## config.mk

```make
export PLATFORM = sky130hd
export DESIGN_NAME = dspi_frame_rx
export DESIGN_NICKNAME = d
export VERILOG_FILES = /design/src/rtl/dspi_frx_pkg.sv /design/src/rtl/dspi_frx_sync.sv /design/src/rtl/dspi_frx_edge.sv /design/src/rtl/dspi_frx_rx.sv /design/src/rtl/dspi_frx_tx.sv /design/src/rtl/dspi_frame_rx.sv
export SDC_FILE = /design/constraint.sdc
export NUM_CORES = 1
export LEC_CHECK = 0
export ABC_AREA = 1
export BUFFER_PORTS_ARGS = -buffer_cell sky130_fd_sc_hd__buf_2
export CAP_MARGIN = 10
export CORE_UTILIZATION = 40
export CTS_BUF_LIST = sky130_fd_sc_hd__clkbuf_4 sky130_fd_sc_hd__clkbuf_8 sky130_fd_sc_hd__clkbuf_16
export DETAILED_ROUTE_END_ITERATION = 12
export PLACE_DENSITY = 0.58
export SYNTH_ARGS = -nofsm -noshare
export SYNTH_HDL_FRONTEND = slang
export SYNTH_SLANG_ARGS = --single-unit
export TNS_END_PERCENT = 50
```

## constraint.sdc

```tcl
create_clock -name clk -period 3.05 [get_ports clk]
set_input_delay 0.1525 -clock clk [delete_from_list [all_inputs] [get_ports clk]]
set_output_delay 0.1525 -clock clk [all_outputs]
set_load 0.01 [all_outputs]
```

## src/rtl/dspi_frx_pkg.sv

```systemverilog
package dspi_frx_pkg;

   typedef struct packed {
      logic rise;
      logic fall;
   } edge_ev_t;

   function automatic edge_ev_t edge_of(input logic now_lvl, input logic old_lvl);
      edge_ev_t e;
      e.rise = now_lvl & ~old_lvl;
      e.fall = ~now_lvl & old_lvl;
      return e;
   endfunction

endpackage

```

## src/rtl/dspi_frx_sync.sv

```systemverilog
module dspi_frx_sync #(
   parameter int             W      = 1,
   parameter int             STAGES = 2,
   parameter logic [W-1:0]   IDLE   = '0
) (
   input  logic         clk,
   input  logic         rst_n,
   input  logic [W-1:0] d,
   output logic [W-1:0] q
);

   if (STAGES < 2) begin : g_bad_stages
      $error("dspi_frx_sync: STAGES must be at least 2");
   end
   if (W < 1) begin : g_bad_width
      $error("dspi_frx_sync: W must be at least 1");
   end

   logic [STAGES-1:0][W-1:0] pipe;

   always_ff @(posedge clk or negedge rst_n) begin
      if (!rst_n) begin
         pipe <= {STAGES{IDLE}};
      end else begin
         pipe <= {pipe[STAGES-2:0], d};
      end
   end

   assign q = pipe[STAGES-1];

endmodule

```

## src/rtl/dspi_frx_edge.sv

```systemverilog
module dspi_frx_edge
   import dspi_frx_pkg::*;
#(
   parameter int           W      = 1,
   parameter int           STAGES = 2,
   parameter logic [W-1:0] IDLE   = '0
) (
   input  logic                clk,
   input  logic                rst_n,
   input  logic [W-1:0]        d,
   output edge_ev_t [W-1:0]    ev
);

   logic [W-1:0] lvl;
   logic [W-1:0] prv;

   dspi_frx_sync #(
      .W      (W),
      .STAGES (STAGES),
      .IDLE   (IDLE)
   ) u_sync (
      .clk   (clk),
      .rst_n (rst_n),
      .d     (d),
      .q     (lvl)
   );

   always_ff @(posedge clk or negedge rst_n) begin
      if (!rst_n) begin
         prv <= IDLE;
      end else begin
         prv <= lvl;
      end
   end

   for (genvar b = 0; b < W; b++) begin : g_lane
      assign ev[b] = edge_of(lvl[b], prv[b]);
   end

endmodule

```

## src/rtl/dspi_frx_rx.sv

```systemverilog
module dspi_frx_rx #(
   parameter int                 FRAME_W   = 24,
   parameter int                 CMD_W     = 4,
   parameter logic [CMD_W-1:0]   RB_CODE   = 4'b1001,
   parameter bit                 RB_ENABLE = 1'b1,
   localparam int                CNT_W     = $clog2(FRAME_W + 1)
) (
   input  logic                clk,
   input  logic                rst_n,
   input  logic                sel_open,
   input  logic                sel_close,
   input  logic                sclk_fall,
   input  logic                din,
   output logic                in_frame,
   output logic [CNT_W-1:0]    bit_cnt,
   output logic                word_valid,
   output logic [FRAME_W-1:0]  word_out,
   output logic                rb_armed
);

   localparam logic [CNT_W-1:0] CNT_FULL = CNT_W'(FRAME_W);

   if (CMD_W >= FRAME_W) begin : g_bad_cmd
      $error("dspi_frx_rx: CMD_W must be narrower than FRAME_W");
   end

   logic [FRAME_W-1:0] shreg;
   logic               cmd_hit;
   logic               cnt_full;

   if (RB_ENABLE) begin : g_rb_on
      assign cmd_hit = (shreg[FRAME_W-1 -: CMD_W] == RB_CODE);
   end else begin : g_rb_off
      assign cmd_hit = 1'b0;
   end

   assign cnt_full = (bit_cnt == CNT_FULL);

   always_ff @(posedge clk or negedge rst_n) begin
      if (!rst_n) begin
         in_frame   <= 1'b0;
         bit_cnt    <= '0;
         shreg      <= '0;
         word_valid <= 1'b0;
         word_out   <= '0;
         rb_armed   <= 1'b0;
      end else begin
         word_valid <= 1'b0;
         if (sel_open) begin
            in_frame <= 1'b1;
            bit_cnt  <= '0;
         end else if (sel_close) begin
            in_frame <= 1'b0;
            if (cnt_full) begin
               word_out   <= shreg;
               word_valid <= 1'b1;
               rb_armed   <= cmd_hit;
            end
         end else if (in_frame && sclk_fall && !cnt_full) begin
            shreg   <= {shreg[FRAME_W-2:0], din};
            bit_cnt <= bit_cnt + 1'b1;
         end
      end
   end

endmodule

```

## src/rtl/dspi_frx_tx.sv

```systemverilog
module dspi_frx_tx #(
   parameter int FRAME_W = 24
) (
   input  logic                clk,
   input  logic                rst_n,
   input  logic                in_frame,
   input  logic                sel_open,
   input  logic                sclk_rise,
   input  logic                shift_ok,
   input  logic                load_rb,
   input  logic [FRAME_W-1:0]  rb_word,
   input  logic [FRAME_W-1:0]  last_word,
   output logic                ser_out
);

   if (FRAME_W < 2) begin : g_bad_frame
      $error("dspi_frx_tx: FRAME_W must be at least 2");
   end

   logic [FRAME_W-1:0] osr;

   always_ff @(posedge clk or negedge rst_n) begin
      if (!rst_n) begin
         osr <= '0;
      end else if (sel_open) begin
         osr <= load_rb ? rb_word : last_word;
      end else if (in_frame && sclk_rise && shift_ok) begin
         osr <= {osr[FRAME_W-2:0], 1'b0};
      end
   end

   assign ser_out = osr[FRAME_W-1];

endmodule

```

## src/rtl/dspi_frame_rx.sv

```systemverilog
module dspi_frame_rx
   import dspi_frx_pkg::*;
#(
   parameter int                 FRAME_W     = 24,
   parameter int                 SYNC_STAGES = 2,
   parameter int                 CMD_W       = 4,
   parameter logic [CMD_W-1:0]   RB_CODE     = 4'b1001,
   parameter bit                 RB_ENABLE   = 1'b1
) (
   input  logic                clk,
   input  logic                rst_n,
   input  logic                ser_clk,
   input  logic                ser_sel_n,
   input  logic                ser_in,
   input  logic [FRAME_W-1:0]  rb_word,
   output logic                ser_out,
   output logic                ser_out_en,
   output logic                word_valid,
   output logic [FRAME_W-1:0]  word_out
);

   localparam int          CNT_W    = $clog2(FRAME_W + 1);
   localparam int          CTL_W    = 2;
   localparam int          CTL_CLK  = 1;
   localparam int          CTL_SEL  = 0;
   localparam logic [1:0]  CTL_IDLE = 2'b11;

   if (FRAME_W < CMD_W + 1) begin : g_bad_frame
      $error("dspi_frame_rx: FRAME_W too small for the command field");
   end

   edge_ev_t [CTL_W-1:0] ctl_ev;
   logic                 din_s;
   logic                 sclk_rise;
   logic                 sclk_fall;
   logic                 sel_open;
   logic                 sel_close;
   logic                 in_frame;
   logic [CNT_W-1:0]     bit_cnt;
   logic                 rb_armed;
   logic                 shift_ok;

   dspi_frx_edge #(
      .W      (CTL_W),
      .STAGES (SYNC_STAGES),
      .IDLE   (CTL_IDLE)
   ) u_ctl_edge (
      .clk   (clk),
      .rst_n (rst_n),
      .d     ({ser_clk, ser_sel_n}),
      .ev    (ctl_ev)
   );

   dspi_frx_sync #(
      .W      (1),
      .STAGES (SYNC_STAGES),
      .IDLE   (1'b0)
   ) u_din_sync (
      .clk   (clk),
      .rst_n (rst_n),
      .d     (ser_in),
      .q     (din_s)
   );

   assign sclk_rise = ctl_ev[CTL_CLK].rise;
   assign sclk_fall = ctl_ev[CTL_CLK].fall;
   assign sel_open  = ctl_ev[CTL_SEL].fall;
   assign sel_close = ctl_ev[CTL_SEL].rise;

   dspi_frx_rx #(
      .FRAME_W   (FRAME_W),
      .CMD_W     (CMD_W),
      .RB_CODE   (RB_CODE),
      .RB_ENABLE (RB_ENABLE)
   ) u_rx (
      .clk        (clk),
      .rst_n      (rst_n),
      .sel_open   (sel_open),
      .sel_close  (sel_close),
      .sclk_fall  (sclk_fall),
      .din        (din_s),
      .in_frame   (in_frame),
      .bit_cnt    (bit_cnt),
      .word_valid (word_valid),
      .word_out   (word_out),
      .rb_armed   (rb_armed)
   );

   assign shift_ok = (bit_cnt != '0);

   dspi_frx_tx #(
      .FRAME_W (FRAME_W)
   ) u_tx (
      .clk       (clk),
      .rst_n     (rst_n),
      .in_frame  (in_frame),
      .sel_open  (sel_open),
      .sclk_rise (sclk_rise),
      .shift_ok  (shift_ok),
      .load_rb   (rb_armed),
      .rb_word   (rb_word),
      .last_word (word_out),
      .ser_out   (ser_out)
   );

   assign ser_out_en = in_frame;

endmodule

```

==> impl_metrics.json, run 1 <==
{
  "synth_top_area_share_pct": 49.4,
  "fin_setup_tns_ns": 0,
  "setup-violations-final": 0,
  "firstDrtPassIters": 4,
  "antenna_left": 0,
  "synthDistinctLibCells": 23,
  "rsz0062_at_grt": "no",
  "clk_pin_slew_ns": 0.09,
  "ys_seq_area_share_pct": 53.2,
  "drc": 0,
  "wl_per_cell_um": 13.5,
  "cts_buffer_depth": 2,
  "synthCells": 471,
  "clkLatencyLatePin_ns": 0.36,
  "endpoint_kind": "flip-flop",
  "synth_area_per_cell_um2": 8.82,
  "relSlewSlack_pct": 52.5,
  "peakVddDrop_uv": 215,
  "utilization_pct": 47.9,
  "hold_viol": 0,
  "syn_to_final_growth_pct": 14.2,
  "finClkSkew_ns": 0.0105,
  "core_area_mm2": 0.00991,
  "yosys.area.top_type": "dfrtp_1",
  "io_pins": 56,
  "grt_use_total_pct": 17.3,
  "htree_num_levels": 3,
  "critPathRequiredTime_ns": 3.27,
  "place_ws_ns": 0.738,
  "drv_slew": 0,
  "grt_pass1_wl_um": 14900,
  "fin_cells": 660,
  "vias": 3153,
  "cts_tree": "built",
  "layout_commonest_cell": "nand2_1",
  "cts_buffers": 9,
  "yosysWarnings": 0,
  "setup_ws_ns": 0.741,
  "cp_data_arrival_time_ns": 2.53,
  "leakage_nw": 2.33,
  "p_total_mw": 2.29,
  "grt_pass1_vias": 2915,
  "ys_top_cells_by_area": "dfrtp_1 (49%), nand2_1 (11%), o21ai_2 (8.0%), o21ai_0 (5.4%), nand3_1 (4.2%)",
  "crit_type": "flip-flop to flip-flop",
  "status": "finished clean",
  "cts_root_buf": "clkbuf_8",
  "fin_area_mm2": 0.00475,
  "hold_class": "input port to flip-flop",
  "placementRows": 36,
  "layout_common_cells": "nand2_1 (126), dfrtp_1 (82), buf_2 (54), o21ai_0 (45), o21ai_2 (38)",
  "placed_cells": 640,
  "power.density_mw_per_mm2": 482,
  "diodes": 0,
  "die_w_um": 104,
  "nets": 556,
  "drv_cap": 0,
  "die_h_um": 104,
  "antenna_found_initial": 0,
  "drt-total-wl_um": 8920,
  "post_dp_cell_area_mm2": 0.00448,
  "viasPerCell": 4.78,
  "grt_max_degree": 56,
  "gp_congestion": 0.769,
  "hpwl_um": 6100,
  "drt_iter0_markers": 107,
  "fin_crit_sh_pct": 75.7,
  "clock.fmax_ghz": 0.433,
  "start_kind": "flip-flop",
  "period_needed_ns": 2.31,
  "fillers": 998,
  "start_util_pct": 41.9,
  "synth_nets": 505,
  "path_max_fanout": 36,
  "cts.sinks": 88,
  "drive_above_1_share_pct": 27.9,
  "dieArea_mm2": 0.0108,
  "tightest_slew_ns": 0.711,
  "portBuffers": 55,
  "overflow": 0,
  "netlist_area_mm2": 0.00416,
  "synth-seq-cells": 88,
  "whs_ns": 0.0756,
  "cts_resized": 0
}
==> kinds of logic after synthesis <==
family	after synthesis	share of synthesized area, %
AO/OA/AOI/OAI	97	15.4
adder cells (fa/ha/maj)	5	1.51
buffers and inverters	65	7.44
flip-flops	88	53.2
AND/OR/NAND/NOR	216	22.5
==> flip-flops by register name, indices dropped and copies added, names as in the netlist <==
| signal | count |
|---|---|
| u_rx.word_valid | 1 |
| u_rx.in_frame | 1 |
| u_ctl_edge.u_sync.q | 2 |
| u_rx.shreg | 24 |
| u_din_sync.q | 1 |
| u_rx.bit_cnt | 5 |
| u_tx.osr | 24 |
| u_rx.word_out | 24 |
| u_din_sync.pipe | 1 |
| u_rx.rb_armed | 1 |
| u_ctl_edge.prv | 2 |
| u_ctl_edge.u_sync.pipe | 2 |
==> area by class of cell <==
cell class	instances	area, um^2	share of cell area [%]
sequential	88	2210	46.5
multi-input combinational	318	1640	34.5
clock inverter	6	92.6	1.95
timing repair buffer	64	355	7.49
inverter	41	154	3.24
clock buffer	10	131	2.77
tap	133	166	3.51
==> Yosys cell counts, drive strengths merged <==
cell,number
o22ai,2
nand4,3
buf,13
clkbuf,11
o21ai,93
dfrtp,82
nand3,35
nand2,146
a21oi,2
inv,41
ha,5
dfstp,6
nor3,1
nor2,31
==> power by group <==
part | switching, mW | internal, mW
registers | 0.0214 | 1.20
clock network | 0.428 | 0.475
logic | 0.108 | 0.0531
==> worst max-delay path, stage by stage (launching register included) <==
cell and delay (ns):
dfstp_2 0.57, inv_1 0.05, ha_1 0.19, inv_2 0.33, nand2_1 0.16, nor2_4 0.29, inv_2 0.34, nand2_1 0.18
o21ai_2 0.06
==> worst paths after layout <==
kind,end,cells past startpoint,from,slack (ns)
max reg2reg,u_rx.word_out[2],8,u_ctl_edge.u_sync.q[0],0.74
min in group asynchronous,u_rx.bit_cnt[2],2,rst_n,0.37
max in group asynchronous,u_ctl_edge.prv[0],3,rst_n,1.89
max,u_rx.word_out[2],8,u_ctl_edge.u_sync.q[0],0.74
min,u_tx.osr[0],3,rb_word[0],0.08
min reg2reg,u_din_sync.q,0,u_din_sync.pipe[0],0.36
==> metal layers <==
metal / part of all wire (%) / wire, um / GRT usage, %
met1: 50 / 4500 / 26.4
met2: 45 / 4040 / 24.3
met3: 3.3 / 290 / 2.94
met4: 0.95 / 85 / 6.84
met5: 0 / 0 / 0
==> timing repair <==
action | in CTS | in global routing
buffers inserted | 0 | 0
endpoints found under the setup margin | 0 | 0
hold buffers | 4 | 0
endpoints found under the hold margin | 56 | 0
Power figures use the tool's default switching activity.
==> run 2, diff against run 1 <==
--- a/config.mk
+++ b/config.mk
@@ -11,7 +11,7 @@
 export CORE_UTILIZATION = 40
 export CTS_BUF_LIST = sky130_fd_sc_hd__clkbuf_4 sky130_fd_sc_hd__clkbuf_8 sky130_fd_sc_hd__clkbuf_16
 export DETAILED_ROUTE_END_ITERATION = 12
-export PLACE_DENSITY = 0.58
+export PLACE_DENSITY = 0.6
 export SYNTH_ARGS = -nofsm -noshare
 export SYNTH_HDL_FRONTEND = slang
 export SYNTH_SLANG_ARGS = --single-unit
==> constraint.sdc (replaced) <==
create_clock -name clk -period 2.05 [get_ports clk]
set_input_delay 0.1025 -clock clk [delete_from_list [all_inputs] [get_ports clk]]
set_output_delay 0.1025 -clock clk [all_outputs]
set_load 0.01 [all_outputs]
==> run 2 against run 1 <==
Against the previous run:
- via count up 1.9%
- largest power group unchanged
- hold slack better by 0.034 ns
- critical path type unchanged
- worst setup slack lost 0.53 ns
- design area up 1.1%
- maximum frequency rose by 26%
- die area is the same
- critical path depth increased by 1
- clock skew shrank 0.0038 ns
==> impl_metrics.json, run 2 (synthesis results as in run 1) <==
{
  "peakVddDrop_uv": 251,
  "dieArea_mm2": 0.0108,
  "crit_type": "flip-flop to flip-flop",
  "setup-violations-final": 0,
  "fillers": 982,
  "vias": 3213,
  "finClkSkew_ns": 0.00669,
  "slowest_stage": "dfstp_2",
  "drive_above_1_share_pct": 28.5,
  "cts_root_buf": "clkbuf_8",
  "hold_class": "input port to flip-flop",
  "slowest_delay_ns": 0.57,
  "layout_common_cells": "nand2_1 (126), dfrtp_1 (82), buf_2 (54), o21ai_0 (45), o21ai_2 (38)",
  "clk_pin_slew_ns": 0.08,
  "tightest_slew_ns": 0.722,
  "leakage_nw": 2.37,
  "hold_viol": 0,
  "fin_setup_tns_ns": 0,
  "placementRows": 36,
  "syn_to_final_growth_pct": 15.4,
  "rsz0062_at_grt": "no",
  "cts.sinks": 88,
  "hpwl_um": 6190,
  "cts_buffer_depth": 2,
  "status": "finished clean",
  "drt-total-wl_um": 8990,
  "viasPerCell": 4.82,
  "grt_max_degree": 52,
  "endpoint_kind": "flip-flop",
  "cts_buffers": 9,
  "firstDrtPassIters": 4,
  "die_h_um": 104,
  "period_needed_ns": 1.84,
  "gp_congestion": 0.793,
  "diodes": 0,
  "io_pins": 56,
  "fin_crit_sh_pct": 89.7,
  "drv_cap": 0,
  "start_kind": "flip-flop",
  "overflow": 0,
  "core_area_mm2": 0.00991,
  "fin_cells": 666,
  "clock.fmax_ghz": 0.544,
  "relSlewSlack_pct": 51.8,
  "antenna_found_initial": 0,
  "nets": 562,
  "cts_tree": "built",
  "critPathRequiredTime_ns": 2.34,
  "cts_resized": 0,
  "drv_slew": 0,
  "grt_pass1_wl_um": 15500,
  "portBuffers": 55,
  "die_w_um": 104,
  "setup_ws_ns": 0.211,
  "drt_iter0_markers": 137,
  "critPathMostFrequentCell": "nand2_1",
  "path_max_fanout": 28,
  "reg_top3": "u_rx.shreg (24), u_rx.word_out (24), u_tx.osr (24)",
  "grt_pass1_vias": 3126,
  "start_util_pct": 41.9,
  "cp_data_arrival_time_ns": 2.13,
  "placed_cells": 645,
  "layout_commonest_cell": "nand2_1",
  "cp_cell_sequence": "inv_1 > ha_1 > inv_2 > buf_4 > buf_4 > nand2_1 > o21ai_1 > nand2_1 > nand2_1",
  "power.density_mw_per_mm2": 685,
  "antenna_left": 0,
  "grt_use_total_pct": 18.2,
  "drc": 0,
  "htree_num_levels": 3,
  "clkLatencyLatePin_ns": 0.35,
  "p_total_mw": 3.29,
  "wl_per_cell_um": 13.5,
  "place_ws_ns": 0.219
}
## run 2: changes by cell type in the layout (fill, tap and decap cells not counted)
cell / before / now
bufinv_16: 2 / 1
clkinvlp_4: 2 / 1
buf_12: 0 / 2
dlygate4sd3_1: 4 / 5
clkinv_2: 0 / 2
inv_6: 1 / 0
buf_4: 6 / 9
clkbuf_8: 9 / 10
## run 2: worst max-delay path: cells and delay by family, from the launching register on
kind | cells | cell delay, ns
AND/OR/NAND/NOR | 3 | 0.23
flip-flops | 1 | 0.57
AO/OA/AOI/OAI | 1 | 0.08
buffers and inverters | 4 | 0.71
adder cells (fa/ha/maj) | 1 | 0.19
## run 2: cell type report
type                       count  area [um^2]  share of cell area [%]
sequential                    88         2210                    46.1
multi-input combinational    318         1640                    34.1
timing repair buffer          70          428                    8.92
tap                          133          166                    3.47
inverter                      41          154                    3.21
clock buffer                  11          145                    3.03
clock inverter                 5         56.3                    1.17
## run 2: repair_timing
item	4_1_cts	5_1_grt
setup buffers	0	0
hold buffers	5	0
endpoints found under the hold margin	50	0
## run 2: power breakdown
part           internal [mW]  total, mW  switching [mW]  leakage (nW)
combinational         0.0885      0.253           0.165          1.07
sequential              1.79       1.82          0.0299          1.20
clock                  0.608       1.22           0.607         0.103
## run 2: worst paths after layout
path,startpoint,to,slack (ns),cells past startpoint
max,u_ctl_edge.u_sync.q[0],u_tx.osr[8],0.21,9
min,rb_word[9],u_tx.osr[9],0.11,5
max reg2reg,u_ctl_edge.u_sync.q[0],u_tx.osr[8],0.21,9
min reg2reg,u_ctl_edge.u_sync.pipe[0],u_ctl_edge.u_sync.q[0],0.36,0
max in group asynchronous,rst_n,u_tx.osr[2],1.03,3
min in group asynchronous,rst_n,u_tx.osr[20],0.33,2
## run 2: metrics by stage
| step | hold slack [ns] | cell area (um^2) | util, % |
|---|---|---|---|
| 3_3_place_gp | 0.196 | 4550 | 45.9 |
| 3_5_place_dp | 0.187 | 4550 | 45.9 |
| 4_1_cts | 0.0998 | 4800 | 48.4 |
| 2_1_floorplan | -0.193 | 4160 | - |
| 6_report | 0.109 | 4800 | 48.4 |
| 5_1_grt | 0.113 | 4800 | 48.4 |
## run 2: per-layer routing
| layer | track usage, % | up-vias | wire length, um |
|---|---|---|---|
| li1 | - | 1621 | - |
| met1 | 26.3 | 1506 | 4550 |
| met2 | 26.3 | 67 | 3890 |
| met3 | 2.69 | 19 | 273 |
| met4 | 9.39 | 0 | 280 |
| met5 | 0 | - | 0 |
==> run 3, diff against run 2 <==
--- a/config.mk
+++ b/config.mk
@@ -5,13 +5,14 @@
 export SDC_FILE = /design/constraint.sdc
 export NUM_CORES = 1
 export LEC_CHECK = 0
-export ABC_AREA = 1
+export ABC_AREA = 0
 export BUFFER_PORTS_ARGS = -buffer_cell sky130_fd_sc_hd__buf_2
 export CAP_MARGIN = 10
-export CORE_UTILIZATION = 40
+export CORE_UTILIZATION = 51
 export CTS_BUF_LIST = sky130_fd_sc_hd__clkbuf_4 sky130_fd_sc_hd__clkbuf_8 sky130_fd_sc_hd__clkbuf_16
 export DETAILED_ROUTE_END_ITERATION = 12
-export PLACE_DENSITY = 0.6
+export PLACE_DENSITY = 0.74
+export SKIP_LAST_GASP = 1
 export SYNTH_ARGS = -nofsm -noshare
 export SYNTH_HDL_FRONTEND = slang
 export SYNTH_SLANG_ARGS = --single-unit
==> run 3 against run 2 <==
Against the previous run:
- design area shrank 3.5%
- via count decreased by 14%
- critical path depth is 3 lower
- clock power down 3%
- combinational power grew to 2.9 times the previous value
- critical path type unchanged
- critical endpoint is now u_tx.osr[18]
==> impl_metrics.json, run 3 <==
{
  "yosys.area.top_type": "dfrtp_1",
  "fillers": 590,
  "gp_congestion": 0.830,
  "cts_root_buf": "clkbuf_8",
  "yosysMostFrequentCell": "dfrtp_1",
  "layout_commonest_cell": "dfrtp_1",
  "fin_setup_tns_ns": 0,
  "drive_above_1_share_pct": 40.5,
  "core_area_mm2": 0.00741,
  "peakVddDrop_uv": 405,
  "overflow": 0,
  "synthArstFlopShare_pct": 100,
  "antenna_found_initial": 0,
  "drt-total-wl_um": 8170,
  "critPathRequiredTime_ns": 2.27,
  "start_util_pct": 53.7,
  "hpwl_um": 5470,
  "cts_resized": 0,
  "syn_to_final_growth_pct": 16.3,
  "grt_pass1_wl_um": 14000,
  "detailroute.wirelength.met3_um": 391,
  "path_max_fanout": 23,
  "tightest_slew_ns": 0.535,
  "cts_buffers": 9,
  "top_layer_used": "met4",
  "whs_ns": 0.0574,
  "yosysWarnings": 0,
  "start_kind": "flip-flop",
  "status": "finished clean",
  "finClkSkew_ns": 0.0134,
  "placed_cells": 444,
  "hold_viol": 0,
  "setup_ws_ns": 0.112,
  "drt_iter0_markers": 204,
  "synth_common_cells": "dfrtp_1 (82), mux2_2 (51), o21ai_0 (25)",
  "clk_pin_slew_ns": 0.10,
  "wl_per_cell_um": 17.6,
  "synth_top_area_share_pct": 51.6,
  "utilization_pct": 62.5,
  "grt_max_degree": 50,
  "synthDistinctLibCells": 37,
  "io_pins": 56,
  "wl_met2_um": 3830,
  "clock.fmax_ghz": 0.516,
  "yosys_most_used_dff": "dfrtp_1",
  "drv_cap": 0,
  "synth_area_per_cell_um2": 13.1,
  "setup-violations-final": 0,
  "clkLatencyLatePin_ns": 0.36,
  "viasPerCell": 5.93,
  "cts.sinks": 88,
  "diodes": 0,
  "portBuffers": 55,
  "drv_slew": 0,
  "hold_class": "input port to flip-flop",
  "die_w_um": 90.3,
  "firstDrtPassIters": 5,
  "synth_nets": 337,
  "endpoint_kind": "flip-flop",
  "reg_top3": "u_rx.shreg (24), u_rx.word_out (24), u_tx.osr (24)",
  "drc": 0,
  "grt_pass1_vias": 2772,
  "period_needed_ns": 1.94,
  "synth_edf_count": 0,
  "rsz0062_at_grt": "no",
  "p_total_mw": 3.87,
  "post_dp_cell_area_mm2": 0.00439,
  "relSlewSlack_pct": 64.3,
  "cts_tree": "built",
  "synth-seq-cells": 88,
  "grt_use_total_pct": 21.8,
  "die_h_um": 90.3,
  "placementRows": 31,
  "drt-met1-wl_um": 3880,
  "vias": 2752,
  "fin_crit_sh_pct": 94.5,
  "ys_seq_area_share_pct": 55.5,
  "fin_area_mm2": 0.00463,
  "crit_type": "flip-flop to flip-flop",
  "synthCells": 303,
  "cts_buffer_depth": 2,
  "cp_data_arrival_time_ns": 2.16,
  "nets": 394,
  "ys_top_cells_by_area": "dfrtp_1 (52%), mux2_2 (14%), mux2i_1 (5.8%), a41oi_1 (5.1%), a22oi_1 (4.3%)",
  "leakage_nw": 2.16,
  "antenna_left": 0,
  "netlist_area_mm2": 0.00398,
  "htree_num_levels": 3,
  "layout_common_cells": "dfrtp_1 (82), buf_2 (54), mux2_2 (51), o21ai_0 (25)",
  "place_ws_ns": 0.139,
  "fin_cells": 464,
  "power.density_mw_per_mm2": 836,
  "dieArea_mm2": 0.00816
}
-- run 3: critical path, cell delays in order (launching register included) --
cell and delay [ns]:
dfrtp_1 0.42, inv_1 0.09, ha_1 0.22, or4b_1 0.45, buf_4 0.24, a41oi_1 0.25
a22oi_1 0.12
-- run 3: final timing paths --
check	startpoint	slack, ns	cells past startpoint	endpoint
max	u_rx.bit_cnt[1]	0.11	6	u_tx.osr[18]
min	rb_word[23]	0.06	3	u_tx.osr[23]
max reg2reg	u_rx.bit_cnt[1]	0.11	6	u_tx.osr[18]
min reg2reg	u_din_sync.pipe[0]	0.36	0	u_din_sync.q
max in group asynchronous	rst_n	1.10	3	u_ctl_edge.prv[1]
min in group asynchronous	rst_n	0.27	2	u_rx.word_valid
-- run 3: area by class of cell --
| type | instances | area, um^2 | share of cell area, % |
|---|---|---|---|
| clock buffers | 9 | 124 | 2.68 |
| clock inverters | 7 | 73.8 | 1.60 |
| inverters | 5 | 18.8 | 0.406 |
| multi-input cells | 184 | 1640 | 35.4 |
| flip-flops and latches | 88 | 2210 | 47.8 |
| well taps | 99 | 124 | 2.68 |
| repair buffers | 72 | 440 | 9.52 |
-- run 3: cells by family (layout without fill, tap and decap cells) --
group / count (synthesis) / count (layout) / synth area share, %
AO/OA/AOI/OAI: 78 / 78 / 13.9
adder cells (fa/ha/maj): 5 / 5 / 1.57
buffers and inverters: 31 / 93 / 3.55
flip-flops: 88 / 88 / 55.5
multiplexers: 74 / 74 / 20.2
AND/OR/NAND/NOR: 27 / 27 / 5.19
-- run 3: where the power goes --
part           switching, mW  total (mW)  internal [mW]
clock                  0.695        1.18          0.480
combinational          0.459       0.722          0.263
sequential            0.0961        1.97           1.87
-- run 3: repair_timing --
action / in CTS / in global routing
setup buffers: 0 / 0
hold endpoints to repair: 39 / 0
hold buffers: 4 / 0
-- run 3: routing by layer --
metal,vias to the layer above,global-route usage [%]
li1,1269,-
met1,1409,30.8
met2,68,33.3
met3,6,5.47
met4,0,6.72
met5,-,0
